<file path="config.mk">
export PLATFORM = sky130hd
export DESIGN_NAME = extint_detector
export DESIGN_NICKNAME = d
export VERILOG_FILES = /design/src/rtl/extint_pkg.sv /design/src/rtl/extint_datapath.sv /design/src/rtl/extint_control.sv /design/src/rtl/extint_detector.sv
export SDC_FILE = /design/constraint.sdc
export NUM_CORES = 1
export LEC_CHECK = 0
export ABC_AREA = 1
export BUFFER_PORTS_ARGS = -buffer_cell sky130_fd_sc_hd__clkbuf_2
export CELL_PAD_IN_SITES_DETAIL_PLACEMENT = 0
export CELL_PAD_IN_SITES_GLOBAL_PLACEMENT = 2
export CORE_AREA = 2 2 39 41
export CTS_BUF_LIST = sky130_fd_sc_hd__clkbuf_4 sky130_fd_sc_hd__clkbuf_8
export DETAILED_ROUTE_END_ITERATION = 8
export DIE_AREA = 0 0 41 43
export GPL_TIMING_DRIVEN = 0
export PLACE_DENSITY = 0.6
export SYNTH_ARGS = -nofsm -noshare
export SYNTH_HDL_FRONTEND = slang
export SYNTH_HIERARCHICAL = 1
export SYNTH_SLANG_ARGS = --single-unit
</file>
<file path="constraint.sdc">
create_clock -name clk -period 1.1 [get_ports clk]
set_input_delay 0.22 -clock clk [delete_from_list [all_inputs] [get_ports clk]]
set_output_delay 0.22 -clock clk [all_outputs]
set_load 0.05 [all_outputs]
</file>
<file path="src/rtl/extint_pkg.sv">
package extint_pkg;

  // Sense selection as presented on the mode input.
  typedef enum logic {
    SENSE_EDGE_LEVEL = 1'b0,
    SENSE_EDGE_ONLY  = 1'b1
  } senseMode_e;

  // Strobes from control to datapath, evaluated every cycle.
  typedef struct packed {
    logic setPend;    // capture a falling edge into the pending latch
    logic clrPend;    // vector fetched: empty the pending latch
    logic levelHold;  // level sensing asks for a request this cycle
    logic gateOpen;   // neither mask nor inhibit blocks the request
  } extintStrobes_t;

endpackage

</file>
<file path="src/rtl/extint_datapath.sv">
module extint_datapath
  import extint_pkg::*;
#(
  parameter int SYNC_STAGES = 2
) (
  input  logic           clk,
  input  logic           rstN,
  input  logic           pinRaw,
  input  extintStrobes_t strb,
  output logic           fallEdge,
  output logic           pinLow,
  output logic           pendQ,
  output logic           irqReq
);

  localparam int LAST = SYNC_STAGES - 1;

  logic [SYNC_STAGES-1:0] syncChain;
  logic                   prevLevel;
  logic                   pendNext;
  logic                   reqNext;

  // Synchronizer: idle level of the pin is high, so reset to ones.
  always_ff @(posedge clk or negedge rstN) begin
    if (!rstN) begin
      syncChain <= '1;
    end else begin
      for (int i = LAST; i > 0; i--) begin
        syncChain[i] <= syncChain[i-1];
      end
      syncChain[0] <= pinRaw;
    end
  end

  always_ff @(posedge clk or negedge rstN) begin
    if (!rstN) prevLevel <= 1'b1;
    else       prevLevel <= syncChain[LAST];
  end

  assign pinLow   = ~syncChain[LAST];
  assign fallEdge = prevLevel & ~syncChain[LAST];

  // Set has priority so an edge coincident with the vector fetch survives.
  always_comb begin
    pendNext = pendQ;
    if (strb.clrPend) pendNext = 1'b0;
    if (strb.setPend) pendNext = 1'b1;
  end

  assign reqNext = strb.gateOpen & (pendNext | strb.levelHold);

  always_ff @(posedge clk or negedge rstN) begin
    if (!rstN) begin
      pendQ  <= 1'b0;
      irqReq <= 1'b0;
    end else begin
      pendQ  <= pendNext;
      irqReq <= reqNext;
    end
  end

endmodule

</file>
<file path="src/rtl/extint_control.sv">
module extint_control
  import extint_pkg::*;
(
  input  logic           edgeOnly,
  input  logic           inhibit,
  input  logic           cpuMask,
  input  logic           vecAck,
  input  logic           fallEdge,
  input  logic           pinLow,
  output extintStrobes_t strb
);

  senseMode_e mode;

  assign mode = senseMode_e'(edgeOnly);

  always_comb begin
    strb = '0;
    strb.gateOpen = ~inhibit & ~cpuMask;
    strb.clrPend  = vecAck;
    unique case (mode)
      SENSE_EDGE_ONLY: begin
        // Edges are remembered even while masked.
        strb.setPend   = fallEdge & ~inhibit;
        strb.levelHold = 1'b0;
      end
      default: begin
        // Level sensing: a pulse hidden behind the mask is forgotten.
        strb.setPend   = fallEdge & ~inhibit & ~cpuMask;
        strb.levelHold = pinLow;
      end
    endcase
  end

endmodule

</file>
<file path="src/rtl/extint_detector.sv">
module extint_detector
  import extint_pkg::*;
#(
  parameter int SYNC_STAGES = 2
) (
  input  logic clk,
  input  logic rstN,
  input  logic irqPinN,
  input  logic edgeOnly,
  input  logic inhibit,
  input  logic cpuMask,
  input  logic vecAck,
  output logic irqReq
);

  extintStrobes_t strb;
  logic           fallEdge;
  logic           pinLow;
  logic           pendQ;

  extint_control u_ctrl (
    .edgeOnly (edgeOnly),
    .inhibit  (inhibit),
    .cpuMask  (cpuMask),
    .vecAck   (vecAck),
    .fallEdge (fallEdge),
    .pinLow   (pinLow),
    .strb     (strb)
  );

  extint_datapath #(
    .SYNC_STAGES (SYNC_STAGES)
  ) u_dp (
    .clk      (clk),
    .rstN     (rstN),
    .pinRaw   (irqPinN),
    .strb     (strb),
    .fallEdge (fallEdge),
    .pinLow   (pinLow),
    .pendQ    (pendQ),
    .irqReq   (irqReq)
  );

endmodule

</file>
## After elaboration in Yosys (flattened, before gate mapping)

Cells that the tools add are included.

- Muxes and demuxes: 4
- Bitwise operators: 9

Operator list:

| cell | number |
|---|---|
| bitwise AND 1 bit | 5 |
| two-way mux 1 bit | 4 |
| inverter 1 bit | 3 |
| bitwise OR 1 bit | 1 |

- Register bits after elaboration: 5
- Output and inout port bits: 1
- Logic and storage cells: 17

## Depth between registers and ports, before layout

Gate-level depths: netlist of the first run.

- Depth after elaboration: 8
- Gate-level depth with buffers: 8
- Gate-level depth less buffers: 8

## Modules after synthesis

The synthesis of the first run kept the hierarchy.

Modules (own cells, without submodules):

| module | seq. area each (um^2) | cells an instance | times used | area an instance (um^2) |
|---|---|---|---|---|
| extint_datapath | 128.9 | 16 | 1 | 178.9 |
| extint_control | 0.0 | 9 | 1 | 37.5 |

## Worst setup path before layout of the first run

OpenSTA, ideal clock, no wires.

- Kind: register -> register
- From: register u_dp.prevLevel
- To: register u_dp.irqReq
- Stages on the path, launching flop included: 9
- Arrival time: 0.917 ns
- Setup slack: 0.120 ns
- Data required time: 1.037 ns
- Period minus slack after synthesis: 0.980 ns
- Path buffers: 0
- Path through: dfstp_2 > inv_1 > nor2_1 > nand2_1 > nor2_1 > inv_1 > nand3_2 > nand2_1 > inv_1

RTL lines:

| element | line | source |
|---|---|---|
| from (decl) | extint_datapath.sv:19 | `logic prevLevel;` |
| from (signal assigned) | extint_datapath.sv:37 | `else prevLevel <= syncChain[LAST];` |
| to (signal assigned) | extint_datapath.sv:58 | `irqReq <= reqNext;` |
| to (decl) | extint_datapath.sv:13 | `output logic irqReq` |

## Final worst setup path of the first run

- From: register u_dp.irqReq
- To: output irqReq

RTL lines:

| element | line | source |
|---|---|---|
| to (decl) | extint_detector.sv:13 | `output logic irqReq` |

No word-level cell between the ends.

==> impl_results.md, run 1 <==
- Via count: between 150 and 200
- FP Rows: 14
- N_diodes: 0
- Grt ovf: 0
- Min setup slack post-route: between 0.04 and 0.05 ns
- Synth Register Bits: 5
- Global-route wire length before repair: ~640 um
- Core ar.: 1380 um^2
- Routed Wire Length: approximately 350 um
- Clk slew on worst S/H paths: 0.04 ns
- Post-synth EDFFs: 0
- CP max-delay cell: dfrtp_1
- Unrepaired setup endpoints after global routing: true
- Setup Fix Bufs, Post-CTS: 0
- Share of layout cells above drive strength 1: 0.500
- CTS root buf: clkbuf_4
- CTS H-tree lvls: 1
- HPWL Detailed: 264 um
- Final instance area: 309 um^2
- Ys flop type: dfstp_2
- DRC: 0
- Hold Fails Final Rpt: 0
- Total clock sinks: 5
- Leak: between 0.15 and 0.2 nW
- Routability cong.: 0.587
- Initial drt markers: 1
- Startpoint types: flip-flop
- HP Class: primary input to flip-flop
- Crit path DAT: between 0.8 and 0.9 ns
- Crit Path Category: flip-flop to primary output
- Worst-path fanout max: 1
- Design Power: approximately 0.00048 W
- CP peak stage delay: 0.32 ns
- Initial antenna violation count: 0
- Pins Over Slew Limit: 0
- Final setup violation count: 0
- Top-area cell type share of the netlist area: 0.364
- Crit-path cells: clkbuf_2
- Antenna-violating nets left: 0
- Max-cap violations: 0
- Starting density of the core: 0.156
- Vias in the first global route: approximately 160
- Placement Setup Slack: 0.0483 ns
- Area contributors post-synth: dfstp_2, dfrtp_1, inv_1
- # port buffers: 6
- Tightest Pin Transition: 0.278 ns
- Worst Clk Skew: 0.00246 ns
- Multi-input logic area: between 40 and 50 um^2
- Final std cells w/o fill: 52
- Placed inst area: 267 um^2
- DR WL/cell: 6.63 um
- Buf+Inv Stages, Crit Path: 1
- Async SR Flop Fraction: 1.00
- Synth top cells by count: inv_1, nor2_1, dfstp_2, nand2_1, dfrtp_1
- Die Y: 43 um
- Nets: 44
- Post-Syn Nets: 32
- Largest net degree at the start of global routing: 6
- Worst-Skew Late Latency: 0.24 ns
- FF+latch area: 129 um^2
- Placed Cells: 47
- Minimum clock period: ~1.1 ns
- Clock tree buffer depth: 2
- Post-Syn Area: 216 um^2
- Filler Cells Inserted: between 150 and 200
- I/O pins: 8
- Fmax: between 900 and 1000 MHz
- Final period util: 0.959
- Number of cells produced by synthesis: 25
- Max VDD drop: 458 uV
- Width of the die: 41 um
- Total track usage: 0.0659
- Die area: 1760 um^2
- Layout area overhead: 42.8%
- Synth cell types: 9
- CP top delay family: flip-flops
- Register area share after synthesis: 0.595
- Synth warnings: 6
- TritonRoute pass-1 iters: 2
- Max-Slew Margin vs Limit: 0.816
- Status: completed
- Pwr/cell area: 1570 nW/um^2
- Largest area contributor in the netlist: dfstp_2
- Crit. End Element: primary output
- Via/cell ratio: 3.21
- WP data required: 0.88 ns
- Average size of a mapped cell: 8.66 um^2
- Num CTS Buffers: 3
- Most frequent cell after synthesis: inv_1
- CTS tree: built
==> cells in the final DEF (no fill, tap or decap), drive strengths merged <==
master,n
dfrtp,2
clkbuf,10
nand2,4
dfstp,3
nor2,5
nand3,1
clkinv,1
inv,8
buf,1
dlygate4sd3,1
==> sequential cells by signal (all words and copies together), names as in the netlist <==
register and count:
u_dp/irqReq 1, u_dp/syncChain 2, u_dp/pendQ 1, u_dp/prevLevel 1
==> cells by family after synthesis <==
family                 Yosys count  share of synthesized area
and+or+nand+nor                 10                      0.214
buffers and inverters           10                      0.191
DFF                              5                      0.595
==> worst register-to-register path, stage by stage, from the launching register on <==
cell and delay [ns]:
dfstp_2 0.52, inv_2 0.03, nor2_2 0.09, nand2_1 0.05
nor2_1 0.08, inv_1 0.06, nand3_2 0.05, nand2_1 0.06
inv_1 0.05
==> repair_timing <==
item,in CTS,in global routing
gates resized for setup,0,2
hold buffers,1,0
endpoints found under the setup margin,0,1
hold endpoints to repair,5,0
==> path summary, 6_finish.rpt <==
kind                                                   from                     endpoint  slack (ns)  cells past startpoint
worst max-delay path                  u_dp/irqReq$_DFF_PN0_                       irqReq        0.04                      1
worst min-delay path                                irqPinN  u_dp/syncChain[0]$_DFF_PN1_        0.06                      1
worst max register to register     u_dp/prevLevel$_DFF_PN1_        u_dp/irqReq$_DFF_PN0_        0.07                      8
worst min register to register  u_dp/syncChain[0]$_DFF_PN1_  u_dp/syncChain[1]$_DFF_PN1_        0.35                      0
max in group asynchronous                              rstN  u_dp/syncChain[1]$_DFF_PN1_        0.56                      2
min in group asynchronous                              rstN         u_dp/pendQ$_DFF_PN0_        0.33                      2
==> through the flow <==
stage                     hold WS, ns   util  setup TNS [ns]
after floorplan               -0.0756      -               0
after global placement         0.0343  0.193               0
after detailed placement       0.0400  0.193               0
after CTS                      0.0516  0.222               0
after global routing           0.0375  0.223         -0.0192
final                          0.0630  0.223               0
==> report_power, final <==
group          internal [W]   total, W  leakage, nW  switching, W
sequential         0.000199   0.000203       0.0584    0.00000445
clock              0.000162   0.000237       0.0184     0.0000749
combinational     0.0000202  0.0000445        0.105     0.0000243
total              0.000381   0.000485        0.182      0.000104
==> layer usage <==
| metal | wire (um) | up-vias | global-route usage | part of all wire |
|---|---|---|---|---|
| met5 | 0 | - | 0 | 0 |
| met4 | 0 | 0 | 0.0800 | 0 |
| met3 | 30 | 0 | 0.0628 | 0.087 |
| met2 | 150 | 7 | 0.0688 | 0.43 |
| met1 | 164 | 73 | 0.0629 | 0.48 |
| li1 | - | 87 | - | - |
==> layout make-up <==
class	instances	share of cell area
multi-input combinational	10	0.158
timing repair buffer	7	0.130
tap	16	0.0648
inverter	9	0.109
buffer	1	0.0243
clock buffer	4	0.0972
sequential	5	0.417
No activity file was read; power rests on OpenSTA's default activity.
==> inputs of run 2 (changes only) <==
--- a/config.mk
+++ b/config.mk
@@ -10,10 +10,10 @@
 export CELL_PAD_IN_SITES_DETAIL_PLACEMENT = 0
 export CELL_PAD_IN_SITES_GLOBAL_PLACEMENT = 2
 export CORE_AREA = 2 2 39 41
-export CTS_BUF_LIST = sky130_fd_sc_hd__clkbuf_4 sky130_fd_sc_hd__clkbuf_8
 export DETAILED_ROUTE_END_ITERATION = 8
 export DIE_AREA = 0 0 41 43
 export GPL_TIMING_DRIVEN = 0
+export MAX_ROUTING_LAYER = met4
 export PLACE_DENSITY = 0.6
 export SYNTH_ARGS = -nofsm -noshare
 export SYNTH_HDL_FRONTEND = slang
==> run 2 against run 1 <==
Maximum frequency increased by 0.17%. Combinational power about the same. Sequential share of layout area increased by 0.51 points. Flip-flop and latch count unchanged. Critical path depth unchanged. Largest cell class unchanged.
==> impl_results.md, run 2 (synthesis gave the netlist of run 1 again) <==
- Status: completed
- Top reg by flops: u_dp/syncChain
- Global-route wire length before repair: 627 um
- Routability cong.: slightly below 0.6
- I/O pins: 8
- Initial drt markers: 1
- HPWL Detailed: 264 um
- Psw: 0.000102 W
- Tightest Pin Transition: 0.278 ns
- Final setup violation count: 0
- Max VDD drop: 450 uV
- R2R depth: 8
- Setup Fix Bufs, Post-CTS: 0
- Final std cells w/o fill: 52
- Antenna-violating nets left: 0
- Worst Clk Skew: 0.00281 ns
- CP max-delay cell: dfrtp_1
- Crit Path Category: flip-flop to primary output
- Minimum clock period: 1.05 ns
- M1 WL: about 170 um
- Routed wl met3: 30 um
- Placed Cells: 47
- WP data required: 0.88 ns
- CTS root buf: clkbuf_4
- Unrepaired setup endpoints after global routing: true
- Starting density of the core: 0.156
- Total track usage: 0.0613
- Hold Fails Final Rpt: 0
- Fmax: between 900 and 1000 MHz
- Clock power frac: 0.459
- FP Rows: 14
- Layout area overhead: 41.0%
- Placed inst area: 267 um^2
- Hold_sp: irqPinN
- Width of the die: about 40 um
- Pwr/cell area: 1500 nW/um^2
- Top sig layer: met3
- CP top delay family: flip-flops
- Design Power: about 0.00046 W
- Switching Fraction: 0.223
- Crit-path cells: clkbuf_2
- # port buffers: 6
- Max reg flops: 2
- Die area: approximately 1800 um^2
- DRC: 0
- Commonest non-fill, non-tap cell in the layout: inv_1
- Max-Slew Margin vs Limit: 0.816
- Reg-to-reg slack, setup: 0.07 ns
- Met2 WL: approximately 140 um
- Startpoint types: flip-flop
- Nets: 44
- Die Y: between 40 and 50 um
- Min-Delay Endpoint: u_dp/syncChain[0]$_DFF_PN1_
- Core ar.: 1380 um^2
- Filler Cells Inserted: approximately 170
- CP peak stage delay: 0.32 ns
- Leak: 0.178 nW
- CTS H-tree lvls: 1
- Worst r2r src: u_dp/prevLevel$_DFF_PN1_
- Final period util: 0.958
- Vias in the first global route: 162
- Clock tree buffer depth: 2
- CTS tree: built
- Pins Over Slew Limit: 0
- Max-cap violations: 0
- Power Internal: 0.000356 W
- Worst-Skew Late Latency: about 0.24 ns
- Grt ovf: 0
- Largest net degree at the start of global routing: 6
- Crit path DAT: 0.83 ns
- Combinational power share: 0.097
- Total clock sinks: 5
- Min setup slack post-route: around 0.046 ns
- Hold depth: 1
- Placement Setup Slack: 0.0483 ns
- Final instance area: 305 um^2
- Worst-path fanout max: 1
- HP Class: primary input to flip-flop
- Via/cell ratio: 3.25
- TritonRoute pass-1 iters: 2
- Share of layout cells above drive strength 1: 0.472
- Routed Wire Length: approximately 340 um
- Crit. End Element: primary output
- Seq pwr share: 0.444
- Initial antenna violation count: 0
- N_diodes: 0
- DR WL/cell: 6.54 um
- Clk slew on worst S/H paths: approximately 0.04 ns
- Commonest non-fill, non-tap cells in the layout: inv_1, clkbuf_2, nor2_1
- Via count: 169
- Worst reg2reg path endpoint: u_dp/irqReq$_DFF_PN0_
- Buf+Inv Stages, Crit Path: 1
- Num CTS Buffers: 3
==> run 2: cell count changes in the layout (fill, tap and decap cells not counted) <==
cell      delta
clkbuf_4     -1
clkbuf_1     +1
==> run 2: worst max path at each step <==
| stage | start | to | slack (ns) | cells after the start |
|---|---|---|---|---|
| floorplan | u_dp/prevLevel$_DFF_PN1_ | u_dp/irqReq$_DFF_PN0_ | 0.12 | 8 |
| global placement | u_dp/prevLevel$_DFF_PN1_ | u_dp/irqReq$_DFF_PN0_ | 0.05 | 8 |
| detailed placement | u_dp/prevLevel$_DFF_PN1_ | u_dp/irqReq$_DFF_PN0_ | 0.05 | 8 |
| CTS | u_dp/irqReq$_DFF_PN0_ | irqReq | 0.03 | 1 |
| global route | u_dp/prevLevel$_DFF_PN1_ | u_dp/irqReq$_DFF_PN0_ | -0.02 | 8 |
| finish | u_dp/irqReq$_DFF_PN0_ | irqReq | 0.05 | 1 |
==> run 2: routing by layer <==
layer	vias up	GRT usage
li1	88	-
met1	74	0.0629
met2	7	0.0688
met3	0	0.0471
met4	0	0.0600
met5	-	-
==> run 2: through the flow <==
step           hold WS (ns)  utilization  TNS (ns)
3_3_place_gp         0.0343        0.193         0
5_1_grt              0.0456        0.221   -0.0192
2_1_floorplan       -0.0756            -         0
3_5_place_dp         0.0400        0.193         0
4_1_cts              0.0536        0.219         0
6_report             0.0650        0.221         0
==> run 2: power groups by stage <==
| stage | clock [W] | combinational, W | sequential, W |
|---|---|---|---|
| floorplan | 0 | 0.0000191 | 0.000210 |
| global placement | 0 | 0.0000411 | 0.000205 |
| detailed placement | 0 | 0.0000420 | 0.000205 |
| CTS | 0.000226 | 0.0000449 | 0.000203 |
| global route | 0.000244 | 0.0000511 | 0.000205 |
| finish | 0.000211 | 0.0000445 | 0.000203 |
==> run 2: area by class of cell <==
cell class              count  area (um^2)  area share
plain buffers               1         7.51      0.0246
clock buffers               4         26.3      0.0861
inverters                   9         33.8       0.111
multi-input cells          10         48.8       0.160
flip-flops and latches      5          129       0.422
well taps                  16         20.0      0.0656
repair buffers              7         40.0       0.131
==> run 2: repair_timing <==
item / CTS / global route
hold buffers: 1 / 0
resized for setup: 0 / 2
hold endpoints to repair: 5 / 0
endpoints found under the setup margin: 0 / 1
==> inputs of run 3 (changes only) <==
--- a/config.mk
+++ b/config.mk
@@ -5,7 +5,6 @@
 export SDC_FILE = /design/constraint.sdc
 export NUM_CORES = 1
 export LEC_CHECK = 0
-export ABC_AREA = 1
 export BUFFER_PORTS_ARGS = -buffer_cell sky130_fd_sc_hd__clkbuf_2
 export CELL_PAD_IN_SITES_DETAIL_PLACEMENT = 0
 export CELL_PAD_IN_SITES_GLOBAL_PLACEMENT = 2
@@ -14,7 +13,8 @@
 export DIE_AREA = 0 0 41 43
 export GPL_TIMING_DRIVEN = 0
 export MAX_ROUTING_LAYER = met4
-export PLACE_DENSITY = 0.6
+export PLACE_DENSITY = 0.54
+export RECOVER_POWER = 50
 export SYNTH_ARGS = -nofsm -noshare
 export SYNTH_HDL_FRONTEND = slang
 export SYNTH_HIERARCHICAL = 1
==> run 3 against run 2 <==
Register-to-register slack worse by 0.05 ns. Final area down 5.3%. Non-clock buffer count unchanged. Count of clock-buffer cells in the layout unchanged. Utilization down 1.2 points. Flip-flop and latch count unchanged. Maximum frequency down 2.5%. Highest routed layer unchanged. Hold slack better by 0.0011 ns. Cell count down 19%. Die area unchanged. Via count down 18%.
==> impl_results.md, run 3 <==
- Status: completed
- Number of cells produced by synthesis: 15
- Clk slew on worst S/H paths: 0.04 ns
- Share of layout cells above drive strength 1: 0.538
- Seq pwr share: 0.444
- Min setup slack post-route: between 0.015 and 0.02 ns
- Synth warnings: 6
- Nets: 34
- Clock tree buffer depth: 2
- Fmax: 926 MHz
- Core ar.: 1380 um^2
- Area contributors post-synth: dfstp_2, dfrtp_1, nor2b_1
- Post-Syn Nets: 22
- Async SR Flop Fraction: 1.00
- Via/cell ratio: approximately 3.3
- Max reg flops: 2
- Top-area cell type share of the netlist area: 0.387
- Width of the die: ~41 um
- DRC: 0
- Worst-path fanout max: 3
- I/O pins: 8
- CTS H-tree lvls: 1
- Power Internal: 0.000358 W
- Final setup violation count: 0
- Tightest Pin Transition: 0.277 ns
- Synth top cells by count: dfstp_2, nor2b_1, dfrtp_1
- Clock power frac: 0.464
- Die area: 1760 um^2
- Final period util: 0.982
- Crit. End Element: flip-flop
- N_diodes: 0
- Crit Path Category: flip-flop to flip-flop
- TritonRoute pass-1 iters: 2
- Psw: around 0.000098 W
- Unrepaired setup endpoints after global routing: true
- Average size of a mapped cell: between 10 and 15 um^2
- Startpoint types: flip-flop
- FP Rows: 14
- Leak: 0.132 nW
- Starting density of the core: 0.147
- Combinational power share: 0.092
- Synth Register Bits: 5
- CP peak stage delay: 0.54 ns
- Minimum clock period: 1.08 ns
- Post-Syn Area: 204 um^2
- Pins Over Slew Limit: 0
- Grt ovf: 0
- HP Class: primary input to flip-flop
- CP top delay family: flip-flops
- Routed Wire Length: 359 um
- Synth cell types: 10
- Crit-path cells: nor2b_1 -> nor3b_2 -> or2_1
- Design Power: 0.000455 W
- Die Y: 43 um
- Filler Cells Inserted: 166
- CP max-delay cell: dfstp_2
- Finished Core Util: 0.209
- Crit path DAT: around 1.2 ns
- Register area share after synthesis: 0.632
- Layout area overhead: 41.7%
- Ys flop type: dfstp_2
- Switching Fraction: 0.215
- Placed Cells: 37
- CTS root buf: clkbuf_4
- Commonest non-fill, non-tap cells in the layout: clkbuf_2, clkbuf_4, nor2b_1, dfstp_2
- Placement Setup Slack: -0.00517 ns
- Final std cells w/o fill: between 40 and 50
- Worst-Skew Late Latency: 0.24 ns
- Vias in the first global route: 164
- CTS tree: built
- Routability cong.: just under 0.6
- Top reg by flops: u_dp/syncChain
- Max-cap violations: 0
- Total track usage: 0.0580
- Hold Fails Final Rpt: 0
- Largest area contributor in the netlist: dfstp_2
- Num CTS Buffers: 3
- Initial antenna violation count: 0
- Buf+Inv Stages, Crit Path: 0
- Largest net degree at the start of global routing: 6
- Initial drt markers: 1
- Global-route wire length before repair: 593 um
- Max VDD drop: approximately 740 uV
- # port buffers: 6
- Pwr/cell area: 1580 nW/um^2
- Resize count post-CTS: 0
- Max-Slew Margin vs Limit: 0.816
- Total clock sinks: 5
- Commonest non-fill, non-tap cell in the layout: clkbuf_2
- Post-synth EDFFs: 0
- DR WL/cell: 8.55 um
- WP data required: 1.22 ns
- Worst Clk Skew: 0.00117 ns
- Via count: between 100 and 150
- Antenna-violating nets left: 0
[run 3: cell types whose count changed in the layout (fill, tap and decap cells not counted), sizes merged]
cell / delta
nor2b: +4
nand3: -1
nor3b: +1
inv: -7
nand2: -4
clkinv: -1
or2: +1
o31a: +1
nor2: -4
[run 3: repair_timing]
action,CTS,global route
gates cloned,0,0
pin swaps,1,1
setup endpoints to repair,1,2
hold buffers,1,0
hold endpoints to repair,5,0
buffers inserted,0,0
[run 3: cell type report]
type | count | area [um^2] | area share
flip-flops and latches | 5 | 129 | 0.446
repair buffers | 7 | 38.8 | 0.134
well taps | 16 | 20.0 | 0.0693
clock buffers | 4 | 26.3 | 0.0909
inverters | 1 | 3.75 | 0.0130
multi-input cells | 8 | 63.8 | 0.221
plain buffers | 1 | 7.51 | 0.0260
[run 3: cells by family (layout without fill, tap and decap cells)]
family                 after synthesis  in the layout  synth area share
AOI/OAI and AO/OA                    1              1            0.0430
buffers and inverters                2             13            0.0552
DFF                                  5              5             0.632
and+or+nand+nor                      7              7             0.270
[run 3: layer usage]
layer  vias up  global-route usage  part of all wire
li1         68                   -                 -
met1        61              0.0461              0.36
met2         9              0.0844              0.47
met3         0              0.0628              0.17
met4         0              0.0200                 0
met5         -                   -                 0
[run 3: final timing paths]
path / start / slack, ns / endpoint / cells after the start
setup / recovery: u_dp/syncChain[1]$_DFF_PN1_ / 0.02 / u_dp/pendQ$_DFF_PN0_ / 3
hold / removal: irqPinN / 0.07 / u_dp/syncChain[0]$_DFF_PN1_ / 1
setup reg to reg: u_dp/syncChain[1]$_DFF_PN1_ / 0.02 / u_dp/pendQ$_DFF_PN0_ / 3
hold reg to reg: u_dp/syncChain[0]$_DFF_PN1_ / 0.35 / u_dp/syncChain[1]$_DFF_PN1_ / 0
max in group asynchronous: rstN / 0.48 / u_dp/prevLevel$_DFF_PN1_ / 2
min in group asynchronous: rstN / 0.35 / u_dp/irqReq$_DFF_PN0_ / 2
[run 3: power by group through the flow]
stage	Clock, W	Combinational, W	Sequential (W)
after CTS	0.000227	0.0000435	0.000203
after global routing	0.000238	0.0000464	0.000204
after global placement	0	0.0000393	0.000204
after detailed placement	0	0.0000395	0.000205
final	0.000211	0.0000419	0.000202
after floorplan	0	0.0000174	0.000209
[run 3: through the flow]
step                      hold slack [ns]  instance area, um^2  setup TNS [ns]
after floorplan                   -0.0756                  204               0
after global placement             0.0384                  254        -0.00830
after detailed placement           0.0411                  254        -0.00517
after CTS                          0.0594                  290               0
after global routing               0.0556                  289         -0.0326
final                              0.0661                  289               0
